--- config.mk ---
export PLATFORM = sky130hd
export DESIGN_NAME = i2c_wr_slave
export DESIGN_NICKNAME = d
export VERILOG_FILES = /design/src/rtl/i2c_wr_pkg.sv /design/src/rtl/i2c_line_sync.sv /design/src/rtl/i2c_cond_detect.sv /design/src/rtl/i2c_frame_fsm.sv /design/src/rtl/i2c_wr_slave.sv
export SDC_FILE = /design/constraint.sdc
export NUM_CORES = 1
export LEC_CHECK = 0
export ABC_CLOCK_PERIOD_IN_PS = 2450
export BUFFER_PORTS_ARGS = -buffer_cell sky130_fd_sc_hd__buf_2
export CAP_MARGIN = 20
export CORE_MARGIN = 2
export CORE_UTILIZATION = 60
export CTS_CLUSTER_DIAMETER = 200
export DETAILED_ROUTE_END_ITERATION = 6
export PLACE_DENSITY = 0.91
export SYNTH_ARGS = -nofsm -noshare
export SYNTH_HDL_FRONTEND = slang
export SYNTH_SLANG_ARGS = --single-unit
export TNS_END_PERCENT = 20
--- constraint.sdc ---
create_clock -name clk -period 2.45 [get_ports clk]
set_input_delay 0.245 -clock clk [delete_from_list [all_inputs] [get_ports clk]]
set_output_delay 0.245 -clock clk [all_outputs]
set_load 0.01 [all_outputs]
--- src/rtl/i2c_wr_pkg.sv ---
// Package: shared types and constants of the write-only two-wire receiver.
// Assumes: bytes on the bus are 8 bits, MSB first.
package i2c_wr_pkg;
    localparam int unsigned BYTE_W = 8;

    typedef enum logic [2:0] {
        ST_IDLE,   // ignoring bus until START
        ST_ADDR,   // receiving the address byte
        ST_CMD,    // receiving the command byte
        ST_LO,     // receiving the low data byte
        ST_HI      // receiving the high data byte
    } frame_st_t;
endpackage

--- src/rtl/i2c_line_sync.sv ---
// Module: multi-flop synchroniser for one asynchronous bus line.
// Assumes: the line idles at RST_VAL; output lags input by STAGES clocks.
module i2c_line_sync #(
    parameter int unsigned STAGES  = 2,
    parameter logic        RST_VAL = 1'b1
) (
    input  logic clk,
    input  logic rst_n,
    input  logic din,
    output logic dout
);
    logic [STAGES-1:0] chain;

    // Shift the raw line through the flop chain.
    always_ff @(posedge clk) begin
        if (!rst_n) chain <= {STAGES{RST_VAL}};
        else        chain <= {chain[STAGES-2:0], din};
    end

    assign dout = chain[STAGES-1];
endmodule

--- src/rtl/i2c_cond_detect.sv ---
// Module: finds SCL edges and START/STOP conditions on synchronised lines.
// Assumes: inputs are already synchronised to clk; both lines idle high.
module i2c_cond_detect (
    input  logic clk,
    input  logic rst_n,
    input  logic scl_s,
    input  logic sda_s,
    output logic scl_rise,
    output logic scl_fall,
    output logic start_det,
    output logic stop_det
);
    logic scl_d;
    logic sda_d;

    // Keep the previous sample of each line.
    always_ff @(posedge clk) begin
        if (!rst_n) begin
            scl_d <= 1'b1;
            sda_d <= 1'b1;
        end else begin
            scl_d <= scl_s;
            sda_d <= sda_s;
        end
    end

    // Edge and condition decode from current and previous samples.
    always_comb begin
        scl_rise  = scl_s & ~scl_d;
        scl_fall  = ~scl_s & scl_d;
        start_det = scl_s & scl_d & sda_d & ~sda_s;
        stop_det  = scl_s & scl_d & ~sda_d & sda_s;
    end
endmodule

--- src/rtl/i2c_frame_fsm.sv ---
// Module: byte framing, address match, acknowledge and strobe generation.
// Assumes: edge/condition inputs are single-cycle pulses; the byte order
// after the address is command, low data, high data.
module i2c_frame_fsm
    import i2c_wr_pkg::*;
#(
    parameter int unsigned         ADDR_HI_W  = 4,
    parameter int unsigned         SEL_W      = 3,
    parameter logic [ADDR_HI_W-1:0] ADDR_HI   = 4'b0100,
    parameter logic [ADDR_HI_W+SEL_W-1:0] QUICK_ADDR = 7'b1111110
) (
    input  logic              clk,
    input  logic              rst_n,
    input  logic [SEL_W-1:0]  addr_sel,
    input  logic              sda_s,
    input  logic              scl_rise,
    input  logic              scl_fall,
    input  logic              start_det,
    input  logic              stop_det,
    output logic              sda_oe,
    output logic              cmd_stb,
    output logic [BYTE_W-1:0] cmd_q,
    output logic              lo_stb,
    output logic [BYTE_W-1:0] lo_q,
    output logic              hi_stb,
    output logic [BYTE_W-1:0] hi_q,
    output logic              quick_stb,
    output logic              quick_flag,
    output logic              stop_stb,
    output logic              rstart_stb
);
    localparam int unsigned DEV_W = ADDR_HI_W + SEL_W;
    localparam int unsigned CNT_W = $clog2(BYTE_W + 1);
    localparam logic [CNT_W-1:0] CNT_FULL = CNT_W'(BYTE_W);
    localparam logic [CNT_W-1:0] CNT_ONE  = CNT_W'(1);

    frame_st_t         state;
    logic [CNT_W-1:0]  bit_cnt;
    logic [BYTE_W-1:0] shreg;
    logic [BYTE_W-1:0] lo_hold;
    logic              in_ack;
    logic              bus_active;

    logic              own_w;
    logic              is_quick;
    logic              accept;
    frame_st_t         next_st;

    // Decide whether the byte just shifted in is to be acknowledged.
    always_comb begin
        own_w    = (shreg[BYTE_W-1:1] == DEV_W'({ADDR_HI, addr_sel})) && !shreg[0];
        is_quick = (shreg[BYTE_W-1:1] == QUICK_ADDR);
        unique case (state)
            ST_ADDR:                 accept = own_w || is_quick;
            ST_CMD, ST_LO, ST_HI:    accept = 1'b1;
            default:                 accept = 1'b0;
        endcase
    end

    // Successor state once the acknowledge clock ends.
    always_comb begin
        unique case (state)
            ST_ADDR: next_st = is_quick ? ST_IDLE : ST_CMD;
            ST_CMD:  next_st = ST_LO;
            ST_LO:   next_st = ST_HI;
            default: next_st = ST_IDLE;
        endcase
    end

    // Main sequencer: bus conditions, bit shifting, acknowledge and strobes.
    always_ff @(posedge clk) begin
        if (!rst_n) begin
            state      <= ST_IDLE;
            bit_cnt    <= '0;
            shreg      <= '0;
            lo_hold    <= '0;
            in_ack     <= 1'b0;
            bus_active <= 1'b0;
            sda_oe     <= 1'b0;
            cmd_stb    <= 1'b0;
            cmd_q      <= '0;
            lo_stb     <= 1'b0;
            lo_q       <= '0;
            hi_stb     <= 1'b0;
            hi_q       <= '0;
            quick_stb  <= 1'b0;
            quick_flag <= 1'b0;
            stop_stb   <= 1'b0;
            rstart_stb <= 1'b0;
        end else begin
            cmd_stb    <= 1'b0;
            lo_stb     <= 1'b0;
            hi_stb     <= 1'b0;
            quick_stb  <= 1'b0;
            stop_stb   <= 1'b0;
            rstart_stb <= 1'b0;
            if (start_det) begin
                state      <= ST_ADDR;
                bit_cnt    <= '0;
                in_ack     <= 1'b0;
                sda_oe     <= 1'b0;
                rstart_stb <= bus_active;
                bus_active <= 1'b1;
            end else if (stop_det) begin
                state      <= ST_IDLE;
                in_ack     <= 1'b0;
                sda_oe     <= 1'b0;
                stop_stb   <= 1'b1;
                bus_active <= 1'b0;
            end else if (state != ST_IDLE) begin
                if (scl_rise && !in_ack && (bit_cnt < CNT_FULL)) begin
                    shreg   <= {shreg[BYTE_W-2:0], sda_s};
                    bit_cnt <= bit_cnt + CNT_ONE;
                end else if (scl_fall && !in_ack && (bit_cnt == CNT_FULL)) begin
                    if (accept) begin
                        in_ack <= 1'b1;
                        sda_oe <= 1'b1;
                    end else begin
                        state  <= ST_IDLE;
                    end
                end else if (scl_rise && in_ack) begin
                    unique case (state)
                        ST_ADDR: begin
                            if (is_quick) begin
                                quick_stb  <= 1'b1;
                                quick_flag <= shreg[0];
                            end
                        end
                        ST_CMD: begin
                            cmd_stb <= 1'b1;
                            cmd_q   <= shreg;
                        end
                        ST_LO: lo_hold <= shreg;
                        ST_HI: begin
                            lo_stb <= 1'b1;
                            hi_stb <= 1'b1;
                            lo_q   <= lo_hold;
                            hi_q   <= shreg;
                        end
                        default: ;
                    endcase
                end else if (scl_fall && in_ack) begin
                    in_ack  <= 1'b0;
                    sda_oe  <= 1'b0;
                    bit_cnt <= '0;
                    state   <= next_st;
                end
            end
        end
    end
endmodule

--- src/rtl/i2c_wr_slave.sv ---
// Module: top of the write-only two-wire receiver.
// Assumes: clk is at least 10x the SCL rate; sda_oe drives an external
// open-drain pad (1 = pull low).
module i2c_wr_slave #(
    parameter int unsigned SYNC_STAGES = 2,
    parameter int unsigned ADDR_HI_W   = 4,
    parameter int unsigned SEL_W       = 3,
    parameter logic [ADDR_HI_W-1:0] ADDR_HI = 4'b0100,
    parameter logic [ADDR_HI_W+SEL_W-1:0] QUICK_ADDR = 7'b1111110
) (
    input  logic             clk,
    input  logic             rst_n,
    input  logic             scl_i,
    input  logic             sda_i,
    input  logic [SEL_W-1:0] addr_sel,
    output logic             sda_oe,
    output logic             cmd_stb,
    output logic [7:0]       cmd_q,
    output logic             lo_stb,
    output logic [7:0]       lo_q,
    output logic             hi_stb,
    output logic [7:0]       hi_q,
    output logic             quick_stb,
    output logic             quick_flag,
    output logic             stop_stb,
    output logic             rstart_stb
);
    localparam int unsigned N_LINES = 2;

    logic [N_LINES-1:0] raw_lines;
    logic [N_LINES-1:0] sync_lines;
    logic scl_s, sda_s;
    logic scl_rise, scl_fall, start_det, stop_det;

    assign raw_lines = {sda_i, scl_i};

    // One synchroniser per bus line.
    for (genvar g = 0; g < N_LINES; g++) begin : g_sync
        i2c_line_sync #(.STAGES(SYNC_STAGES), .RST_VAL(1'b1)) u_sync (
            .clk  (clk),
            .rst_n(rst_n),
            .din  (raw_lines[g]),
            .dout (sync_lines[g])
        );
    end

    assign scl_s = sync_lines[0];
    assign sda_s = sync_lines[1];

    i2c_cond_detect u_cond (
        .clk      (clk),
        .rst_n    (rst_n),
        .scl_s    (scl_s),
        .sda_s    (sda_s),
        .scl_rise (scl_rise),
        .scl_fall (scl_fall),
        .start_det(start_det),
        .stop_det (stop_det)
    );

    i2c_frame_fsm #(
        .ADDR_HI_W (ADDR_HI_W),
        .SEL_W     (SEL_W),
        .ADDR_HI   (ADDR_HI),
        .QUICK_ADDR(QUICK_ADDR)
    ) u_fsm (
        .clk       (clk),
        .rst_n     (rst_n),
        .addr_sel  (addr_sel),
        .sda_s     (sda_s),
        .scl_rise  (scl_rise),
        .scl_fall  (scl_fall),
        .start_det (start_det),
        .stop_det  (stop_det),
        .sda_oe    (sda_oe),
        .cmd_stb   (cmd_stb),
        .cmd_q     (cmd_q),
        .lo_stb    (lo_stb),
        .lo_q      (lo_q),
        .hi_stb    (hi_stb),
        .hi_q      (hi_q),
        .quick_stb (quick_stb),
        .quick_flag(quick_flag),
        .stop_stb  (stop_stb),
        .rstart_stb(rstart_stb)
    );
endmodule

---- Yosys cells after proc, flatten, opt, wreduce, memory -nomap -nowiden ----
Index checks and enable logic that the tools add are counted.
cells by class
  add/subtract/negate cells ............... 1
  magnitude comparators ................... 1
  eq/ne operators ......................... 15
  mux-type cells .......................... 25
  bitwise logic cells ..................... 19
  reduce and logical (&&, ||, !) cells .... 31
operators by type and width
  cell                   number
  $reduce_and A7 Y1      3
  $reduce_and A5 Y1      4
  $mux W4                4
  $mux W1                14
  $mux W3                4
  $not A1 Y1             12
  $pmux W3 S3            1
  $ne A2 B1 Y1 const B   4
  $reduce_and A8 Y1      1
  $reduce_or A8 Y1       1
  $and A1 B1 Y1          7
  $eq A7 B6 Y1           1
  $eq A7 B7 Y1 const B   1
  $logic_and A1 B1 Y1    7
  $reduce_or A7 Y1       1
  $eq A3 B2 Y1 const B   2
  $reduce_bool A2 Y1     3
  $reduce_bool A3 Y1     2
  $reduce_or A3 Y1       2
  $add A4 B1 Y4 const B  1
  $eq A4 B4 Y1 const B   1
  $lt A4 B4 Y1 const B   1
  $ne A4 B3 Y1 const B   1
  $ne A4 B4 Y1 const B   1
  12 further kinds       13
word-level totals
  bits in registers ....................... 61
  input port bits ......................... 7

---- Longest topological paths before layout ----
  depth in word-level cells ............... 10
  depth in mapped cells ................... 8
  gate-level depth less buffers ........... 7

---- Hierarchy ----
A second synthesis with hierarchy kept.
unflattened totals
  cell total of the unflattened synthesis .. 275
  area total of the unflattened synthesis .. 2576.2 µm²
by module, submodules not included
  module           times used  cells each  area each (µm²)  seq. area each (µm²)
  i2c_frame_fsm    1           259         2386.0           1101.1
  i2c_line_sync    2           4           52.6             40.0
  i2c_cond_detect  1           8           85.1             40.0

---- Least setup slack after synthesis ----
No wires, ideal clock.
  kind .................................... register -> register
  from .................................... register u_fsm.in_ack
  to ...................................... register u_fsm.lo_q[0]
  library setup time ...................... 0.116 ns
  data arrival time ....................... 1.432 ns
  setup slack ............................. 0.902 ns
  cell stages (with the launch flop) ...... 7
  buffers on the path ..................... 2
  path through ............................ dfxtp_1 -> nand3b_2 -> or3_1 -> buf_2 -> buf_2 -> nand2_1 -> a21boi_1
between the ends
  word-level cells in the longest chain between the ends .. 5
  elaborated cells between the ends (all ways) .. 9
RTL lines
  item                                                        RTL line                                    RTL
  start: declaration                                          i2c_frame_fsm.sv:41                         logic in_ack;
  start signal: assignment                                    i2c_frame_fsm.sv:77                         in_ack <= 1'b0;
  start signal: assignment                                    i2c_frame_fsm.sv:100                        in_ack <= 1'b0;
  start signal: assignment                                    i2c_frame_fsm.sv:106                        in_ack <= 1'b0;
  $logic_not A1 Y1                                            i2c_frame_fsm.sv:111, i2c_frame_fsm.sv:114
  $logic_and A1 B1 Y1, on equally long branches (2 in a row)  i2c_frame_fsm.sv:111, i2c_frame_fsm.sv:114
  $not A1 Y1 (no source line)                                 --
  $reduce_and A7 Y1 (no source line) (*)                      --
  end signal: assignment                                      i2c_frame_fsm.sv:137                        lo_q <= lo_hold;
  end: declaration                                            i2c_frame_fsm.sv:24                         output logic [BYTE_W-1:0] lo_q,
Mark *: on every way between the ends. The rest lies on a longest branch, timed or not.
A chain may end at the register's enable or synchronous reset.

---- Worst setup path in the final report ----
  from .................................... register u_fsm.in_ack
  to ...................................... register u_fsm.cmd_q[7]
between the ends
  word-level cells in the longest chain between the ends .. 5
  elaborated cells between the ends (all ways) .. 9
RTL lines
  item                                                        RTL line                                    RTL
  $logic_not A1 Y1                                            i2c_frame_fsm.sv:111, i2c_frame_fsm.sv:114
  $logic_and A1 B1 Y1, on equally long branches (2 in a row)  i2c_frame_fsm.sv:111, i2c_frame_fsm.sv:114
  $not A1 Y1 (no source line)                                 --
  $reduce_and A7 Y1 (no source line) (*)                      --
  end signal: assignment                                      i2c_frame_fsm.sv:131                        cmd_q <= shreg;
  end: declaration                                            i2c_frame_fsm.sv:22                         output logic [BYTE_W-1:0] cmd_q,
Marked as above.

==> metrics.csv <==
metric;value;unit
status;finished, final reports clean;
io_pins;39;
max_freq;566;MHz
design.core.area;4030;sq um
pwr_density_cell;625;nW/um^2
post_drt_wl_per_cell;13.9;microns
ant_nets;0;
finalHoldViolCount;0;
seq_area_frac_synth;48.1;%
fin_nets;312;
die_width;69.0;microns
finalSetupViolCount;0;
syn_area;2540;sq um
cts.htree.levels;3;
remaining_drc_errors;0;
critPathArrivalTime;1.99;ns
grt_pass1_wl;8640;microns
vias;1903;
cts_setup_buffers;0;
gp_congestion;0.840;
cts.clk_slew.worst_paths;0.06;ns
ys_warn_count;0;
maxSlewHeadroom;64.0;%
worstMarginPinSlew;0.540;ns
grt.overflow.total;0;
cts-hold-fix-buffers;0;
row_count;23;
final_common_cell;dfxtp_1;
wirelength;4960;microns
ys_dominant_reg_cell;dfxtp_1;
power.leakage;1.20;nW
ys_ff_latch;61;
grt_antenna_before_repair;0;
numPlacedInstances;342;
peakVddDrop;0.470;mV
hold_class;input port to flip-flop;
final_cell_mix;dfxtp_1, nand2_1, buf_2;
cap_violations;0;
crit_fanout;9;
startpoint_type;flip-flop;
clock_sinks;61;
drv_slew;0;
synth_nets;276;
drt_iter0_drc;161;
clkLatencyLatePin;0.33;ns
fin_skew;0.00300;ns
final.setup.tns;0;ns
timing.final.crit_period;1.77;ns
die_y;69.0;microns
rsz0062_at_grt;false;
synth_cells;267;
cts_resized;0;
critical_path_class;flip-flop to flip-flop;
port_buffers;38;
cts_made_buffers;9;
grt_pass1_vias;1856;
syn_area_per_cell;9.50;sq um
drt-vias-per-instance;5.35;
final_cells;356;
first_pass_iters;4;
drive_above_1_share;19.3;%
async_flop_share;0;%
grt_max_degree;33;
n_antenna_cell;0;
synth-edff-count;0;
ys_types;41;
finalCritPeriodShare;72.1;%
syn2layout_area_growth;14.4;%
tritoncts;built;
hpwl;3390;microns
fin_hold_ws;0.0953;ns
track_usage;23.0;%
required;2.67;ns
start_util;63.0;%
dieArea;4760;sq um
crit_path_end_kind;flip-flop;
cts_buffer_depth;2;
root_buffer;clkbuf_8;
==> worst max-delay path, stage by stage (launching register included) <==
cell      delay [ns]
dfxtp_1         0.48
nand3b_2        0.21
or3_1           0.63
mux2i_1         0.28
nor2b_1         0.06
==> final timing paths <==
| kind | startpoint | to | slack [ns] | depth (start not counted) |
|---|---|---|---|---|
| min reg2reg | g_sync[0].u_sync.chain[0]$_SDFF_PN1_ | g_sync[0].u_sync.chain[1]$_SDFF_PN1_ | 0.41 | 1 |
| min | scl_i | g_sync[0].u_sync.chain[0]$_SDFF_PN1_ | 0.1 | 2 |
| max reg2reg | u_fsm.in_ack$_SDFFE_PP0P_ | u_fsm.cmd_q[7]$_SDFFE_PN0P_ | 0.68 | 4 |
| max | u_fsm.in_ack$_SDFFE_PP0P_ | u_fsm.cmd_q[7]$_SDFFE_PN0P_ | 0.68 | 4 |
==> metal layers <==
metal  wire [microns]  vias up  track usage, %
met4               55        0            11.5
met5                0        -               0
met1             2260      867            29.2
met2             2380       57            34.5
met3              263        4            8.19
li1                 -      975               -
==> cell usage after synthesis, types with 2 or more instances <==
cell type   n  area, sq um
dfxtp_1    61         1220
nand2_1    38          143
nor2b_1    28          175
mux2i_1    26          260
a21boi_1   16          120
a21oi_1     8         40.0
nand2b_1    8         50.1
nor2_1      8         30.0
buf_2       7         35.0
clkbuf_1    7         26.3
inv_1       6         22.5
nand3_1     6         30.0
nor3_1      5         25.0
o21ai_0     4         20.0
or3_1       4         25.0
xnor2_1     3         26.3
and2_1      2         12.5
and3b_1     2         17.5
ha_1        2         25.0
nand4b_1    2         17.5
nor3_2      2         20.0
o211ai_1    2         15.0
o21ai_1     2         10.0
==> registers in the layout, indices dropped and copies added (netlist names) <==
| register | flops |
|---|---|
| u_fsm.shreg | 8 |
| u_fsm.lo_stb | 1 |
| u_cond.scl_d | 1 |
| g_sync.u_sync.chain | 4 |
| u_cond.sda_d | 1 |
| u_fsm.cmd_q | 8 |
| u_fsm.bus_active | 1 |
| u_fsm.cmd_stb | 1 |
| u_fsm.lo_hold | 8 |
| u_fsm.hi_q | 8 |
| u_fsm.bit_cnt | 4 |
| u_fsm.in_ack | 1 |
| u_fsm.lo_q | 8 |
| u_fsm.state | 3 |
| u_fsm.quick_flag | 1 |
| u_fsm.quick_stb | 1 |
| u_fsm.stop_stb | 1 |
| u_fsm.rstart_stb | 1 |
==> cell families (layout without fill, tap and decap cells) <==
| kind of cell | Yosys count | in the layout | synth area share, % |
|---|---|---|---|
| AND/OR/NAND/NOR | 115 | 115 | 25.6 |
| AO/OA/AOI/OAI | 38 | 38 | 10.0 |
| flip-flops | 61 | 61 | 48.1 |
| multiplexers | 26 | 26 | 10.3 |
| buffers and inverters | 21 | 60 | 3.60 |
| adder cells (fa/ha/maj) | 2 | 2 | 0.987 |
| XOR/XNOR | 4 | 4 | 1.38 |
==> layout make-up <==
cell class	count	area, sq um
clock inverter	2	10.0
fill	306	1130
tap	50	62.6
timing repair buffer	40	205
sequential	61	1220
clock buffer	12	155
multi-input combinational	185	1220
inverter	6	22.5
==> report_power, final <==
group / switching (W) / internal [W]
sequential: 0.00000636 / 0.000998
clock: 0.000346 / 0.000407
combinational: 0.0000308 / 0.0000254
==> per-stage QoR <==
stage	cell area [sq um]	setup slack [ns]	power, W	util [%]
after floorplan	2540	0.902	0.00107	-
after global placement	2740	0.796	0.00108	67.9
after detailed placement	2740	0.726	0.00108	67.9
after CTS	2900	0.704	0.00183	72.0
after global routing	2900	0.586	0.00189	72.0
final	2900	0.684	0.00181	72.0
Power figures use the tool's default switching activity.
